===== config.mk =====
export PLATFORM = sky130hd
export DESIGN_NAME = smb_cmd_decoder
export DESIGN_NICKNAME = d
export VERILOG_FILES = /design/src/rtl/smb_cmd_pkg.sv /design/src/rtl/smb_cmd_classify.sv /design/src/rtl/smb_cmd_resolve.sv /design/src/rtl/smb_cmd_decoder.sv
export SDC_FILE = /design/constraint.sdc
export NUM_CORES = 1
export LEC_CHECK = 0
export ABC_AREA = 1
export BUFFER_PORTS_ARGS = -buffer_cell sky130_fd_sc_hd__buf_4
export CAP_MARGIN = 10
export CORE_AREA = 4 4 87 89
export DETAILED_ROUTE_END_ITERATION = 8
export DIE_AREA = 0 0 91 93
export PLACE_DENSITY = 0.8
export SLEW_MARGIN = 20
export SYNTH_ARGS = -nofsm -noshare
export SYNTH_HDL_FRONTEND = slang
export SYNTH_HIERARCHICAL = 1
export SYNTH_SLANG_ARGS = --single-unit

===== constraint.sdc =====
create_clock -name clk -period 5.3 [get_ports clk]
set_input_delay 1.06 -clock clk [delete_from_list [all_inputs] [get_ports clk]]
set_output_delay 1.06 -clock clk [all_outputs]
set_load 0.01 [all_outputs]

===== src/rtl/smb_cmd_pkg.sv =====
package smb_cmd_pkg;

    typedef enum logic [2:0] {
        PH_IDLE,
        PH_ADDR,
        PH_CMD,
        PH_DATA,
        PH_READ,
        PH_SKIP
    } phase_t;

    typedef enum logic [1:0] {
        CK_RAM,
        CK_EE,
        CK_BAD
    } cmd_kind_t;

    typedef enum logic [2:0] {
        OP_NONE,
        OP_RAM_PTR,
        OP_RAM_WR,
        OP_EE_PTR,
        OP_EE_ERASE,
        OP_EE_PROG
    } op_t;

endpackage


===== src/rtl/smb_cmd_classify.sv =====
module smb_cmd_classify
    import smb_cmd_pkg::*;
#(
    parameter logic [7:0] RAM_TOP = 8'h6F,
    parameter logic [7:0] EE_BASE = 8'h80,
    parameter logic [7:0] EE_TOP  = 8'h9F
) (
    input  logic [7:0] cmd,
    output cmd_kind_t  kind
);

    always_comb begin
        if (cmd <= RAM_TOP)
            kind = CK_RAM;
        else if (cmd >= EE_BASE && cmd <= EE_TOP)
            kind = CK_EE;
        else
            kind = CK_BAD;
    end

endmodule


===== src/rtl/smb_cmd_resolve.sv =====
module smb_cmd_resolve
    import smb_cmd_pkg::*;
(
    input  cmd_kind_t  kind,
    input  logic [1:0] cnt,
    input  logic       erase_mode,
    output op_t        op,
    output logic       cnt_full
);

    // Meaning of a finished write: command range x data byte count x mode
    always_comb begin
        op       = OP_NONE;
        cnt_full = 1'b1;
        unique case (kind)
            CK_RAM: begin
                cnt_full = (cnt >= 2'd1);
                if (cnt == 2'd0)      op = OP_RAM_PTR;
                else if (cnt == 2'd1) op = OP_RAM_WR;
            end
            CK_EE: begin
                cnt_full = (cnt >= 2'd2);
                if (cnt == 2'd1)      op = OP_EE_PTR;
                else if (cnt == 2'd2) op = erase_mode ? OP_EE_ERASE : OP_EE_PROG;
            end
            default: begin
                op       = OP_NONE;
                cnt_full = 1'b1;
            end
        endcase
    end

endmodule


===== src/rtl/smb_cmd_decoder.sv =====
module smb_cmd_decoder
    import smb_cmd_pkg::*;
#(
    parameter logic [6:0] SLAVE_ADDR = 7'h2C,
    parameter logic [7:0] RAM_TOP    = 8'h6F,
    parameter logic [7:0] EE_BASE    = 8'h80,
    parameter logic [7:0] EE_TOP     = 8'h9F,
    parameter int         PAGE_OFS_W = 6,
    localparam int        RAM_AW     = $clog2(int'(RAM_TOP) + 1),
    localparam int        EE_HI_W    = $clog2(int'(EE_TOP - EE_BASE) + 1),
    localparam int        EE_AW      = EE_HI_W + 8
) (
    input  logic              clk,
    input  logic              rst_n,
    input  logic              ev_start,
    input  logic              ev_stop,
    input  logic              ev_byte,
    input  logic [7:0]        rx_byte,
    input  logic              mode_follow,
    input  logic              mode_erase,
    input  logic              ee_busy,
    output logic              resp_valid,
    output logic              resp_ack,
    output logic              ram_we,
    output logic [RAM_AW-1:0] ram_waddr,
    output logic [7:0]        ram_wdata,
    output logic [RAM_AW-1:0] ram_ptr,
    output logic [EE_AW-1:0]  ee_ptr,
    output logic              ee_ptr_set,
    output logic              ptr_is_ee,
    output logic              rd_follow,
    output logic              ee_erase,
    output logic              ee_prog,
    output logic [EE_AW-1:0]  ee_op_addr,
    output logic [7:0]        ee_op_data
);

    localparam logic [EE_AW-1:0] PAGE_MASK = ~EE_AW'((1 << PAGE_OFS_W) - 1);

    phase_t     phase, phase_nx;
    cmd_kind_t  kind_rx, kind_q;
    op_t        op;
    logic [7:0] cmd_q, lo_q, dat_q;
    logic [1:0] cnt_q;
    logic       cnt_full, rsp_nx, ack_nx, commit, byte_only;
    logic [EE_AW-1:0] ee_addr_w;

    smb_cmd_classify #(
        .RAM_TOP (RAM_TOP),
        .EE_BASE (EE_BASE),
        .EE_TOP  (EE_TOP)
    ) u_class (
        .cmd  (rx_byte),
        .kind (kind_rx)
    );

    smb_cmd_resolve u_resolve (
        .kind       (kind_q),
        .cnt        (cnt_q),
        .erase_mode (mode_erase),
        .op         (op),
        .cnt_full   (cnt_full)
    );

    assign byte_only = ev_byte && !ev_start && !ev_stop;
    assign commit    = (ev_start || ev_stop) && (phase == PH_DATA);
    assign ee_addr_w = EE_AW'({8'(cmd_q - EE_BASE), lo_q});

    // Next state and per-byte ACK decision
    always_comb begin
        phase_nx = phase;
        rsp_nx   = 1'b0;
        ack_nx   = 1'b0;
        if (ev_start) begin
            phase_nx = PH_ADDR;
        end else if (ev_stop) begin
            phase_nx = PH_IDLE;
        end else if (ev_byte) begin
            unique case (phase)
                PH_ADDR: begin
                    rsp_nx = 1'b1;
                    if (rx_byte[7:1] == SLAVE_ADDR) begin
                        ack_nx   = 1'b1;
                        phase_nx = rx_byte[0] ? PH_READ : PH_CMD;
                    end else begin
                        phase_nx = PH_SKIP;
                    end
                end
                PH_CMD: begin
                    rsp_nx = 1'b1;
                    if (kind_rx == CK_BAD || (kind_rx == CK_EE && ee_busy)) begin
                        phase_nx = PH_SKIP;
                    end else begin
                        ack_nx   = 1'b1;
                        phase_nx = PH_DATA;
                    end
                end
                PH_DATA: begin
                    rsp_nx = 1'b1;
                    if (cnt_full || (kind_q == CK_EE && ee_busy))
                        phase_nx = PH_SKIP;
                    else
                        ack_nx = 1'b1;
                end
                default: phase_nx = phase;
            endcase
        end
    end

    // State register
    always_ff @(posedge clk) begin
        if (!rst_n) phase <= PH_IDLE;
        else        phase <= phase_nx;
    end

    // Command and data capture
    always_ff @(posedge clk) begin
        if (!rst_n) begin
            cmd_q  <= '0;
            lo_q   <= '0;
            dat_q  <= '0;
            cnt_q  <= '0;
            kind_q <= CK_BAD;
        end else if (byte_only && phase == PH_CMD) begin
            cmd_q  <= rx_byte;
            kind_q <= kind_rx;
            cnt_q  <= '0;
        end else if (byte_only && phase == PH_DATA && ack_nx) begin
            cnt_q <= cnt_q + 2'd1;
            if (cnt_q == 2'd0) lo_q  <= rx_byte;
            else               dat_q <= rx_byte;
        end
    end

    // Outputs: responses, pointers and request pulses
    always_ff @(posedge clk) begin
        if (!rst_n) begin
            resp_valid <= 1'b0;
            resp_ack   <= 1'b0;
            ram_we     <= 1'b0;
            ram_waddr  <= '0;
            ram_wdata  <= '0;
            ram_ptr    <= '0;
            ee_ptr     <= '0;
            ee_ptr_set <= 1'b0;
            ptr_is_ee  <= 1'b0;
            rd_follow  <= 1'b0;
            ee_erase   <= 1'b0;
            ee_prog    <= 1'b0;
            ee_op_addr <= '0;
            ee_op_data <= '0;
        end else begin
            resp_valid <= rsp_nx;
            resp_ack   <= ack_nx;
            ram_we     <= 1'b0;
            ee_ptr_set <= 1'b0;
            ee_erase   <= 1'b0;
            ee_prog    <= 1'b0;
            if (commit) begin
                unique case (op)
                    OP_RAM_PTR: begin
                        ram_ptr   <= cmd_q[RAM_AW-1:0];
                        ptr_is_ee <= 1'b0;
                    end
                    OP_RAM_WR: begin
                        ram_we    <= 1'b1;
                        ram_waddr <= cmd_q[RAM_AW-1:0];
                        ram_wdata <= lo_q;
                    end
                    OP_EE_PTR: begin
                        ee_ptr     <= ee_addr_w;
                        ee_ptr_set <= 1'b1;
                        ptr_is_ee  <= 1'b1;
                        rd_follow  <= mode_follow;
                    end
                    OP_EE_ERASE: begin
                        ee_erase   <= 1'b1;
                        ee_op_addr <= ee_addr_w & PAGE_MASK;
                    end
                    OP_EE_PROG: begin
                        ee_prog    <= 1'b1;
                        ee_op_addr <= ee_addr_w;
                        ee_op_data <= dat_q;
                    end
                    default: ;
                endcase
            end
        end
    end

endmodule


== Word level (Yosys, flattened, before mapping) ==
Cells that the tools add are included.
Storage, ports and cells
  register bits: 94
  output and inout bits: 64
  input port bits: 16
  logic and storage cells: 115
Cells by class
  bitwise logic cells: 4
  muxes and demuxes: 31
  equal/unequal tests: 16
  $add $sub $neg: 2
  reductions and logical operators: 36
  magnitude comparators: 5
Operators by type and width (count)
  $pmux 13 s2: 1
  $mux 3: 7
  $mux 1: 15
  $reduce_and 2->1: 7
  $eq 3x2->1 const B: 4
  $reduce_and 3->1: 4
  $logic_and 1x1->1: 9
  $pmux 3 s3: 1
  $ge 8x8->1 const B: 1
  $le 8x7->1 const B: 1
  $le 8x8->1 const B: 1
  $eq 7x6->1 const B: 1
  $eq 2x1->1 const B: 3
  $eq 3x1->1 const B: 2
  $eq 3x3->1 const B: 2
  $mux 2: 3
  $pmux 3 s2: 1
  $reduce_bool 3->1: 2
  $reduce_or 3->1: 2
  $reduce_bool 5->1: 1
  $sub 5x1->5 const B: 1
  $eq 2x2->1 const B: 2
  $logic_not 2->1: 2
  $ne 4x4->1 const B: 1
  12 further kinds: 20

== Depth between registers and ports, before layout ==
  word-level depth: 14
  mapped depth: 12
  mapped depth without buffers: 12

== Modules after synthesis ==
The synthesis kept the hierarchy.
By module, submodules not included
  smb_cmd_decoder: times used 1, area an instance 3741.1 um^2, cells an instance 460, sequential area each 1881.8 um^2
  smb_cmd_resolve: times used 1, area an instance 61.3 um^2, cells an instance 15, sequential area each 0.0 um^2
  smb_cmd_classify: times used 1, area an instance 31.3 um^2, cells an instance 8, sequential area each 0.0 um^2

== Least setup slack after synthesis ==
Ideal clock, no wire load.
  path type: in2reg
  start: input port mode_erase
  end: register ram_waddr[1]
  buffers on the path: 1
  stages: 9
  setup slack: 3.189 ns
  data required time: 5.230 ns
  setup time: 0.070 ns
  arrival: 2.041 ns
  path through: inv_1 -> nand3_1 -> nand2_1 -> nor3_1 -> nand2_1 -> inv_2 -> buf_4 -> o21ai_0 -> a21oi_1
On the way
  cells in the longest elaborated chain, start to end: 6
RTL lines
  from (decl): RTL line smb_cmd_decoder.sv:20  | input logic mode_erase,
  $mux 1: RTL line smb_cmd_resolve.sv:24  | else if (cnt == 2'd2) op = erase_mode ? OP_EE_ERASE : OP_EE_PROG;
  $mux 3: RTL line smb_cmd_resolve.sv:24
  $mux 3: RTL line smb_cmd_resolve.sv:23  | if (cnt == 2'd1) op = OP_EE_PTR;
  $pmux 3 s2: RTL line smb_cmd_resolve.sv:15  | unique case (kind)
  named net op[0]: RTL line smb_cmd_decoder.sv:42  | op_t op;
  $eq 3x2->1: RTL line smb_cmd_decoder.sv:160  | unique case (op)
  $reduce_and 2->1 (no source line)
  to (signal assigned): RTL line smb_cmd_decoder.sv:167  | ram_waddr <= cmd_q[RAM_AW-1:0];
  to (decl): RTL line smb_cmd_decoder.sv:25  | output logic [RAM_AW-1:0] ram_waddr,
The timed path passes the listed nets, and every way through them passes these cells.
A chain may end at the register's enable or synchronous reset.

== Worst setup path after layout ==
  start: register cnt_q[0]
  end: register rd_follow
On the way
  cells in the longest elaborated chain, start to end: 6
  elaborated cells on any way between the ends: 10
  classes of those cells: 3 x eq/ne; 5 x mux; 2 x reduce/logical
RTL lines
  from (decl): RTL line smb_cmd_decoder.sv:44  | logic [1:0] cnt_q;
  from (signal assigned): RTL line smb_cmd_decoder.sv:129  | cnt_q <= cnt_q + 2'd1;
  $eq 2x1->1: RTL line smb_cmd_resolve.sv:19, smb_cmd_resolve.sv:23
  $mux 2: RTL line smb_cmd_resolve.sv:19  | else if (cnt == 2'd1) op = OP_RAM_WR;
  $mux 3: RTL line smb_cmd_resolve.sv:18  | if (cnt == 2'd0) op = OP_RAM_PTR;
  $pmux 3 s2 (*): RTL line smb_cmd_resolve.sv:15
  named net op[1]: RTL line smb_cmd_decoder.sv:42
  $eq 3x2->1 (*): RTL line smb_cmd_decoder.sv:160
  $reduce_and 2->1 (no source line) (*)
  to (signal assigned): RTL line smb_cmd_decoder.sv:174  | rd_follow <= mode_follow;
  to (decl): RTL line smb_cmd_decoder.sv:31  | output logic rd_follow,
Mark *: on every way through the listed nets, which the timed path passes. The rest lies on a longest branch.

==> metrics.md <==
| Metric | Value |
|---|---|
| Clock power share | `38.5%` |
| Root Driver | `clkbuf_8` |
| Ant. Diodes | `0` |
| VDD IR max | `between 0.00015 and 0.0002 V` |
| Critical Path Sink Type | `register` |
| Hold Slack | `461 ps` |
| Final Max Tran Viols | `0` |
| GRT Util Overall | `21.2%` |
| Cell Area, Synth | `0.00383 mm2` |
| Final Cycle Share | `around 44%` |
| Comb power frac | `3.6%` |
| Post-CTS Setup Bufs | `0` |
| RSZ-0062 raised after global routing | `false` |
| Avg Inst Size Synth | `7.94 um2` |
| PostCTS Resize Cnt | `0` |
| Initial antenna violation count | `0` |
| CTS H-tree lvls | `3` |
| Setup tns final | `0 ps` |
| Layout Skew | `10.6 ps` |
| Yosys reg bits | `94` |
| Die X | `91 um` |
| Fmax | `about 0.43 GHz` |
| Cell area after layout | `0.00456 mm2` |
| Synth area leaders | `dfxtp_1 (49%), o21ai_0 (7.6%), inv_1 (6.9%)` |
| Fin cells | `around 640` |
| # setup viols final | `0` |
| Worst-path clk slew | `90 ps` |
| Post-synthesis sequential area ratio | `between 40 and 50%` |
| Outcome | `completed` |
| Nets | `567` |
| Final hold vios | `0` |
| Largest net degree at the start of global routing | `78` |
| Least-Margin Pin Slew | `roughly 730 ps` |
| Yosys top cell by area | `dfxtp_1` |
| Worst path max stage delay | `660 ps` |
| Worst path arrival time | `between 2000 and 3000 ps` |
| Full die area | `between 0.008 and 0.009 mm2` |
| DRC Markers | `0` |
| Worst Hold Class | `reg2reg` |
| Synth warnings | `6` |
| CP Cell Sequence | `inv_1 -> nor3_1 -> inv_2 -> nor3_4 -> inv_1 -> nor2_1 -> nor2_1` |
| Num CTS Buffers | `9` |
| Worst Path Required | `5560 ps` |
| Net Count, Synth | `500` |
| # placed instances | `619` |
| CTS max path bufs | `2` |
| CTS tree | `yes` |
| Hpwl dp | `6280 um` |
| Count leader, synth | `dfxtp_1` |
| Initial core utilization | `56.7%` |
| Synth top area share | `49.1%` |
| Post-synth EDFFs | `0` |
| Detailed-router iteration count before antenna repair | `4` |
| Crit Path Class | `reg2reg` |
| DP Area | `0.00436 mm2` |
| Cts hold-fix bufs | `0` |
| Final worst path period need | `2340 ps` |
| P_int | `0.941 mW` |
| Vias per inst | `~5.3` |
| Max-cap viol count | `0` |
| Sw Ratio | `a little under a quarter` |
| Skew-Pair Late Insertion Delay | `360 ps` |
| Core ar. | `~0.0068 mm2` |
| Num rows | `30` |
| Worst slew margin | `51.2%` |
| Die span in y | `93 um` |
| Remaining Overflow, GRT | `0` |
| Net Sw Power | `0.280 mW` |
| Total power | `1.22 mW` |
| Ys flop type | `dfxtp_1` |
| Clk sinks | `94` |
| Post-synth cell types | `29` |
| Wire per inst | `between 10 and 15 um` |
| First-pass GRT wire length | `14600 um` |
| Via Count | `about 3400` |
| Area growth, synth to finish | `18.9%` |
| Share of cells above drive strength 1 | `between 20% and 30%` |
| CP Max Fanout | `13` |
| PortBufs | `79` |
| Post-Synthesis Cells | `between 400 and 500` |
| Cell types with the highest counts after synthesis | `dfxtp_1 (94), inv_1 (70), nand2_1 (61)` |
| Flop pwr share | `58.0%` |
| DR iter-0 viols | `250` |
| GP Congestion | `0.871` |
| Startpoint Class | `register` |
| Leak | `2.03 nW` |
| PwrDens | `268 mW/mm2` |
| FF-to-FF setup slack | `2960 ps` |
| Crit-path slowest cell | `nor3_4` |
| Vias in the first global route | `between 3000 and 4000` |
| Top-level port count | `80` |
| FFs w/ async S/R, synth | `0%` |
| Routed Antenna Nets | `0` |
| Final wirelength | `slightly below 9000 um` |
cells by family after synthesis:
kind of cell | Yosys count | synth area share (%)
adder cells (fa/ha/maj) | 1 | 0.326
AND/OR/NAND/NOR | 173 | 22.5
buffers and inverters | 99 | 11.9
flip-flops | 94 | 49.1
AO/OA/AOI/OAI | 116 | 16.2
layer usage:
metal  vias up  wire (um)  GRT usage, %
li1       1693          -             -
met1      1542       4080          28.1
met2       106       4130          34.6
met3        12        521          3.86
met4         0        132          8.17
met5         -          0             0
worst max-delay path, delay by kind of cell, from the launching register on:
kind / cells / cell delay [ps]
simple gates: 4 / 1390
buf+inv: 3 / 420
flops: 1 / 430
final timing paths:
path / from / endpoint / cells after the start
worst max-delay path: cnt_q[0] / rd_follow / 7
worst max register to register: cnt_q[0] / rd_follow / 7
worst min-delay path: dat_q[0] / ee_op_data[0] / 2
worst min register to register: dat_q[0] / ee_op_data[0] / 2
cell type report:
cell class / count / area [um2]
Inverter: 76 / 290
Timing Repair Buffer: 79 / 593
Multi-Input combinational cell: 290 / 1500
Clock buffer: 9 / 124
Fill cell: 574 / 2200
Tap cell: 80 / 100
Clock inverter: 7 / 71.3
Sequential cell: 94 / 1880
state kept, by name, indices dropped and copies added (netlist names), 2 cells and up:
| name | cells |
|---|---|
| kind_q | 2 |
| lo_q | 8 |
| cmd_q | 7 |
| dat_q | 8 |
| ram_ptr | 7 |
| ee_op_data | 8 |
| phase | 3 |
| ram_wdata | 8 |
| ee_op_addr | 13 |
| cnt_q | 2 |
| ee_ptr | 13 |
| ram_waddr | 7 |
stage by stage:
stage               setup slack, ps  util, %
floorplan                      3190        -
detailed placement             2630     64.6
finish                         2960     67.4
CTS                            2990     67.4
global route                   2670     67.4
global placement               2720     64.6
power by group through the flow:
stage	Clock, mW	Combinational (mW)	Sequential (mW)
3_3_place_gp	0	0.0418	0.724
2_1_floorplan	0	0.0255	0.724
4_1_cts	0.478	0.0429	0.708
3_5_place_dp	0	0.0426	0.725
5_1_grt	0.507	0.0478	0.708
6_report	0.470	0.0438	0.708
cells in the final DEF, fill, tap and decap left out, types with 10 or more instances in the layout:
cell,instances
a21oi_1,46
a21oi_2,10
buf_4,79
dfxtp_1,94
inv_1,70
nand2_1,61
nand3_1,27
nand4_1,17
nor2_1,44
o21ai_0,58
Power figures use the tool's default switching activity.
